### src/rtl/interval_timer_chan.sv
module interval_timer_chan #(
  parameter int W = 16
) (
  input  logic         clk,
  input  logic         rst_n,
  input  logic         tick,
  input  logic [1:0]   mode,
  input  logic [W-1:0] reload,
  input  logic         ld,
  input  logic         gate,
  output logic         out_lvl,
  output logic [W-1:0] count,
  output logic         irq
);
  localparam logic [W-1:0] ONE  = W'(1);
  localparam logic [W-1:0] TWO  = W'(2);
  localparam logic [W-1:0] ALL1 = '1;
  localparam logic [W-1:0] EVN1 = {{(W-1){1'b1}}, 1'b0};

  logic [W-1:0] rld_q;
  logic         active, gate_q, out_q;

  wire          periodic = mode[1];
  wire          square   = (mode == 2'b11);
  wire          rise     = gate & ~gate_q;
  wire          fall     = ~gate & gate_q;
  wire [W-1:0]  ld_val   = square ? {reload[W-1:1], 1'b0} : reload;
  wire          bad_ld   = periodic && (reload == ONE);

  assign irq = out_lvl & ~out_q;

  always_ff @(posedge clk) begin
    if (!rst_n) begin
      count   <= '0;
      rld_q   <= '0;
      active  <= 1'b0;
      gate_q  <= 1'b0;
      out_lvl <= 1'b1;
      out_q   <= 1'b1;
    end else begin
      gate_q <= gate;
      out_q  <= out_lvl;
      if (ld) begin
        if (!periodic) begin
          rld_q  <= ld_val;
          count  <= ld_val;
          active <= 1'b1;
          if (gate) out_lvl <= 1'b0;
        end else if (bad_ld) begin
          active  <= 1'b0;
          out_lvl <= 1'b1;
        end else begin
          rld_q <= ld_val;
          if (gate && (!active || rise)) begin
            count   <= ld_val;
            active  <= 1'b1;
            out_lvl <= 1'b1;
          end else if (fall) begin
            active  <= 1'b0;
            out_lvl <= 1'b1;
          end
        end
      end else if (rise) begin
        count <= rld_q;
        if (periodic) begin
          active  <= 1'b1;
          out_lvl <= 1'b1;
        end else if (active) begin
          out_lvl <= 1'b0;
        end
      end else if (fall) begin
        if (periodic) begin
          active  <= 1'b0;
          out_lvl <= 1'b1;
        end
      end else if (tick && gate && active) begin
        if (!periodic) begin
          if (count == '0) begin
            count <= ALL1;
          end else begin
            count <= count - ONE;
            if (count == ONE) out_lvl <= 1'b1;
          end
        end else if (!square) begin
          if (count == '0) begin
            count   <= ALL1;
            out_lvl <= 1'b1;
          end else if (count == ONE) begin
            count   <= rld_q;
            out_lvl <= 1'b1;
          end else if (count == TWO) begin
            count   <= ONE;
            out_lvl <= 1'b0;
          end else begin
            count <= count - ONE;
          end
        end else begin
          if (count == '0) begin
            count <= EVN1;
          end else if (count <= TWO) begin
            count   <= rld_q;
            out_lvl <= ~out_lvl;
          end else begin
            count <= count - TWO;
          end
        end
      end
    end
  end
endmodule


### config.mk
export PLATFORM = sky130hd
export DESIGN_NAME = interval_timer_chan
export DESIGN_NICKNAME = d
export VERILOG_FILES = /design/src/rtl/interval_timer_chan.sv
export SDC_FILE = /design/constraint.sdc
export NUM_CORES = 1
export LEC_CHECK = 0
export ABC_CLOCK_PERIOD_IN_PS = 2350
export BUFFER_PORTS_ARGS = -buffer_cell sky130_fd_sc_hd__buf_2
export CORE_MARGIN = 8
export CORE_UTILIZATION = 39
export DETAILED_ROUTE_END_ITERATION = 16
export HOLD_SLACK_MARGIN = 0.06
export PLACE_DENSITY = 0.56
export SLEW_MARGIN = 20
export SYNTH_ARGS = -nofsm -noshare
export SYNTH_HDL_FRONTEND = slang
export SYNTH_SLANG_ARGS = --single-unit
### constraint.sdc
create_clock -name clk -period 2.35 [get_ports clk]
set_input_delay 0.47 -clock clk [delete_from_list [all_inputs] [get_ports clk]]
set_output_delay 0.47 -clock clk [all_outputs]
set_load 0.02 [all_outputs]
* After elaboration in Yosys (flattened, before gate mapping)
Cells that the tools add are included.
Widths: inputs -> output; s select.
** Operators by class
- Bitwise operators :: 7
- Add/subtract/negate cells :: 2
- $lt $le $gt $ge :: 1
- Mux-type cells :: 47
- Equality and inequality tests :: 18
- Reduce and logical (&&, ||, !) cells :: 15
** Operators with widths (number)
- $mux 16 :: 17
- $eq 16x1->1 const B :: 2
- $mux 1 :: 30
- $eq 16x2->1 const B :: 1
- $le 16x2->1 const B :: 1
- $logic_not 16->1 :: 1
- $sub 16x1->16 const B :: 1
- $sub 16x2->16 const B :: 1
- $ne 3x3->1 const B :: 5
- $ne 5x5->1 const B :: 2
- $reduce_and 10->1 :: 1
- $ne 4x4->1 const B :: 2
- $reduce_and 4->1 :: 2
- $reduce_bool 7->1 :: 1
- $ne 6x3->1 const B :: 1
- $reduce_bool 3->1 :: 2
- $ne 5x2->1 const B :: 1
- $ne 5x4->1 const B :: 1
- $logic_and 1x1->1 :: 4
- $not 1->1 :: 4
- $reduce_bool 4->1 :: 1
- $and 1x1->1 :: 3
- $ne 3x2->1 const B :: 1
- $eq 2x2->1 const B :: 1
- other kinds (4) :: 4
** Storage, ports and cells
- Input port bits :: 23
- Register bits after elaboration :: 36

* Longest topological paths before layout
- Depth after elaboration :: 10
- Gate-level depth with buffers :: 9
- Depth with buffers taken out :: 8

* Worst setup path after synthesis
OpenSTA, ideal clock, no wires.
- Kind :: register to register
- From :: register count[1]
- To :: register count[13]
- Clock period less this slack :: 2.293 ns
- Stages on the path, launching flop included :: 10
- Arrival :: 2.233 ns
- Required time :: 2.289 ns
- Path buffers :: 2
- Setup slack :: 0.057 ns
- Cell sequence :: dfxtp_1 inv_1 ha_1 clkbuf_1 or2_2 a31o_4 and2_1 buf_4 o2111ai_1 o2111a_1
** Between the ends
- Word-level cells in the longest chain between the ends :: 10
- Elaborated cells on any way between the ends :: 18
- Those cells by class :: add/sub: 2; order compare: 1; eq/ne: 2; mux: 12; reduce/logical: 1
** RTL lines
- start: declaration :: line 12 : output logic [W-1:0] count,
- start signal: assignment :: line 46 : count <= ld_val;
- start signal: assignment :: line 55 : count <= ld_val;
- start signal: assignment :: line 64 : count <= rld_q;
- $sub 16x1->16 or $eq 16x2->1 (tied branches) :: line 81, 95, 91
- $mux 16 :: line 91 : end else if (count == TWO) begin
- $mux 16 :: line 88 : end else if (count == ONE) begin
- $mux 16 :: line 85 : if (count == '0) begin
- $mux 16 :: line 84 : end else if (!square) begin
- $mux 16 (*) :: line 77 : if (!periodic) begin
- $mux 16 (*) :: line 76 : end else if (tick && gate && active) begin
- $mux 16 (*) :: line 71 : end else if (fall) begin
- $mux 16 (*) :: line 63 : end else if (rise) begin
- $mux 16 (*) :: line 43 : if (ld) begin
Every way passes the cells marked *; elsewhere a longest branch is shown, timed or not. The select of a mux whose other input is x is not followed.
A chain may end at the register's enable or synchronous reset.

* Final worst setup path
- From :: register count[0]
- To :: register count[15]
The elaborated chain is that of the path after synthesis.

==> reports/metrics.cfg <==
[worst_setup_path]
timing.critical_path.arrival_ns=2.38
crit_required_ns=2.59
start_to_end_type_of_the_worst_setup_path=reg -> reg
critical_path_peak_fanout=8
crit_path_end_kind=register
cp-start-kind=register

[routing]
ant_nets=0
dr.first_iter.drc_count=306
pre_antenna_drt_iters=6
wirelength_um=10500
wl_per_cell_um=18.6
drc=0
dr_total_vias=3282
routed_via_density=5.80

[final_layout]
multi_input_area_mm2=0.00216
share_of_final_layout_standard_cells_stronger_than_drive_strength_1_pct=26.5
nFillCells=827
syn2layout_area_growth_pct=21.3
utilization_pct=48.3
finish.net_count=494
n_antenna_cell=0
register_area_um2=721

[sta]
clock_skew_ns=0.00527
worst-slew-pin-transition_ns=0.504
fin_setup_tns_ns=0
clock.fmax_mhz=467
timing.final.crit_period_ns=2.14
setup-violations-final=0
timing.hold.ws_ns=0.452
hold_violations=0
relSlewSlack_pct=66.2
grt_setup_unrepaired=no
fin_crit_sh_pct=91.1
finalMaxSlewViolations=0

[clock_tree]
ctsRootBufferMaster=sky130_fd_sc_hd__clkbuf_8
tritoncts=built
clk_pin_slew_worst_paths_ns=0.08
clock_path_buffers=2
cts_inserted_buffers=5
clock-sinks=36
worst_skew_pair.late_latency_ns=0.30
postCtsSetupRepairBufs=0
cts.htree.levels=2

[placement]
globalplace.congestion=0.906
port-buffer-count=40
place.detailed.hpwl_um=8250

[hold_path]
hold_wc_path_type=in -> reg

[power]
final_total_power_uw=2480
p_per_area_mw_per_mm2=668
leakage_power_of_the_design_uw=0.00159
peakVddDrop_uv=439

[yosys]
synth_mux_area_share_pct=4.86
main_combinational_cell_family_by_area_after_synthesis=compound AO/OA/AOI/OAI gates
yosys.area_share.simple_pct=27.4
synth_enable_flop_cells=0
yosys.cell_types.count=75
postSynthRegisterBits=36
synthesis.area_per_instance_um2=7.72
ys_async_sr_fraction_pct=0
synth.net_count=428
post_synthesis_compound_gate_area_fraction_pct=29.0
synth_adder_area_share_pct=3.27
dominantRegCellSynth=sky130_fd_sc_hd__dfxtp_1
synth_xor_xnor_area_share_pct=5.43
post_synth_instance_area_mm2=0.00306
instance_count_of_the_mapped_netlist=397
synth-warning-count=0
synth_seq_area_share_pct=23.5

[grt]
grt_first_pass_wirelength_um=16800
grt_max_degree=22
via_count_of_the_first_global_routing_pass=3100
antenna_found_initial=0
globalRoute.totalOverflow=0
global_route.usage.total_pct=18.7

[outcome]
run_status=finished, final reports clean

[die]
fp.coreArea_mm2=0.00769
dieArea_mm2=0.0109
floorplan.die.width_um=105
placementRows=32
initial_utilization_pct=39.8
fp.dieH_um=105
io-pin-count=41

[run]
maxCapViolCount=0

layout by cell type, fill, tap and decap left out, drive strengths merged, types with 5 or more instances in the layout:
cell type | synthesis | routed
buf | 12 | 87
nand2 | 66 | 66
nor2 | 42 | 42
dfxtp | 36 | 36
a21oi | 23 | 23
o21ai | 18 | 18
nand3 | 13 | 13
inv | 11 | 12
xnor2 | 11 | 11
a22oi | 10 | 10
xor2 | 8 | 8
ha | 8 | 8
mux2i | 7 | 7
mux2 | 7 | 7
nor3 | 7 | 7
nor4 | 7 | 7
clkbuf | 16 | 6
a311oi | 6 | 6
a21boi | 6 | 6
o2111ai | 5 | 5
o211a | 5 | 5
nor3b | 5 | 5
worst max-delay path: stages, from the launching register on:
cell                      delay, ns
sky130_fd_sc_hd__dfxtp_1       0.33
sky130_fd_sc_hd__inv_1         0.12
sky130_fd_sc_hd__ha_1          0.26
sky130_fd_sc_hd__or2_2         0.36
sky130_fd_sc_hd__a31o_4        0.27
sky130_fd_sc_hd__and2_1        0.28
sky130_fd_sc_hd__o22ai_1       0.27
sky130_fd_sc_hd__o311a_1       0.20
final timing paths:
kind	start	endpoint	slack (ns)	cells past startpoint
setup reg to reg	count[0]	count[15]	0.21	7
hold / removal	reload[2]	rld_q[2]	0.45	3
setup / recovery	count[0]	count[15]	0.21	7
hold reg to reg	rld_q[9]	rld_q[9]	0.48	2
area by class of cell:
cell class,instances,area share (%)
clock inverters,2,0.370
repair buffers,87,15.2
well taps,102,3.44
inverters,12,1.21
flip-flops and latches,36,19.4
multi-input cells,321,58.1
clock buffers,6,2.22
cells in the mapped netlist (4+ instances only):
| master | count | area, µm² |
|---|---|---|
| sky130_fd_sc_hd__o2111ai_1 | 5 | 43.8 |
| sky130_fd_sc_hd__nor3b_1 | 4 | 30.0 |
| sky130_fd_sc_hd__nand3_1 | 13 | 65.1 |
| sky130_fd_sc_hd__clkbuf_1 | 14 | 52.6 |
| sky130_fd_sc_hd__o21ai_0 | 16 | 80.1 |
| sky130_fd_sc_hd__xnor2_1 | 11 | 96.3 |
| sky130_fd_sc_hd__o311a_1 | 4 | 40.0 |
| sky130_fd_sc_hd__a22oi_1 | 10 | 75.1 |
| sky130_fd_sc_hd__a311oi_1 | 5 | 43.8 |
| sky130_fd_sc_hd__buf_2 | 5 | 25.0 |
| sky130_fd_sc_hd__a211oi_1 | 4 | 30.0 |
| sky130_fd_sc_hd__mux2_2 | 6 | 67.6 |
| sky130_fd_sc_hd__mux2i_1 | 7 | 70.1 |
| sky130_fd_sc_hd__nor3_1 | 5 | 25.0 |
| sky130_fd_sc_hd__o211ai_1 | 4 | 30.0 |
| sky130_fd_sc_hd__dfxtp_1 | 36 | 721 |
| sky130_fd_sc_hd__o22ai_1 | 4 | 25.0 |
| sky130_fd_sc_hd__nand2_1 | 64 | 240 |
| sky130_fd_sc_hd__xor2_1 | 8 | 70.1 |
| sky130_fd_sc_hd__o211a_1 | 5 | 50.1 |
| sky130_fd_sc_hd__ha_1 | 8 | 100 |
| sky130_fd_sc_hd__a21oi_1 | 23 | 115 |
| sky130_fd_sc_hd__buf_6 | 5 | 56.3 |
| sky130_fd_sc_hd__nor2_1 | 41 | 154 |
| sky130_fd_sc_hd__inv_1 | 10 | 37.5 |
report_power, final:
group | internal, µW | leakage [µW] | switching, µW
clock | 240 | 0.0000516 | 249
combinational | 532 | 0.00125 | 738
sequential | 664 | 0.000297 | 60.9
total | 1440 | 0.00159 | 1050
repair_timing:
action                                  4_1_cts  5_1_grt
endpoints found under the setup margin        0        1
hold buffers                                  0        0
resized for setup                             0        3
hold endpoints to repair                      0        0
stage by stage:
stage               worst slack [ns]  instances  area (µm²)
floorplan                     0.0569        397        3060
global placement               0.104        558        3600
detailed placement            0.0517        558        3600
CTS                            0.131        566        3700
global route                 0.00363        566        3710
finish                         0.209        566        3710
routing by layer:
layer | wire length, µm | track usage, % | up-vias
li1 | - | - | 1591
met3 | 581 | 3.13 | 18
met1 | 5160 | 26.4 | 1550
met4 | 181 | 5.30 | 0
met2 | 4600 | 28.6 | 123
met5 | 0 | 0 | -
state kept, by name (all words and copies together) (netlist names):
| register | cells |
|---|---|
| out_q | 1 |
| count | 16 |
| out_lvl | 1 |
| gate_q | 1 |
| active | 1 |
| rld_q | 16 |
kinds of logic (layout without fill, tap and decap cells):
group / count (synthesis) / after routing
flip-flops: 36 / 36
adder cells (fa/ha/maj): 8 / 8
XOR/XNOR: 19 / 19
buffers and inverters: 40 / 107
multiplexers: 14 / 14
AO/OA/AOI/OAI: 117 / 117
AND/OR/NAND/NOR: 163 / 163
(Power assumes the default switching activity.)
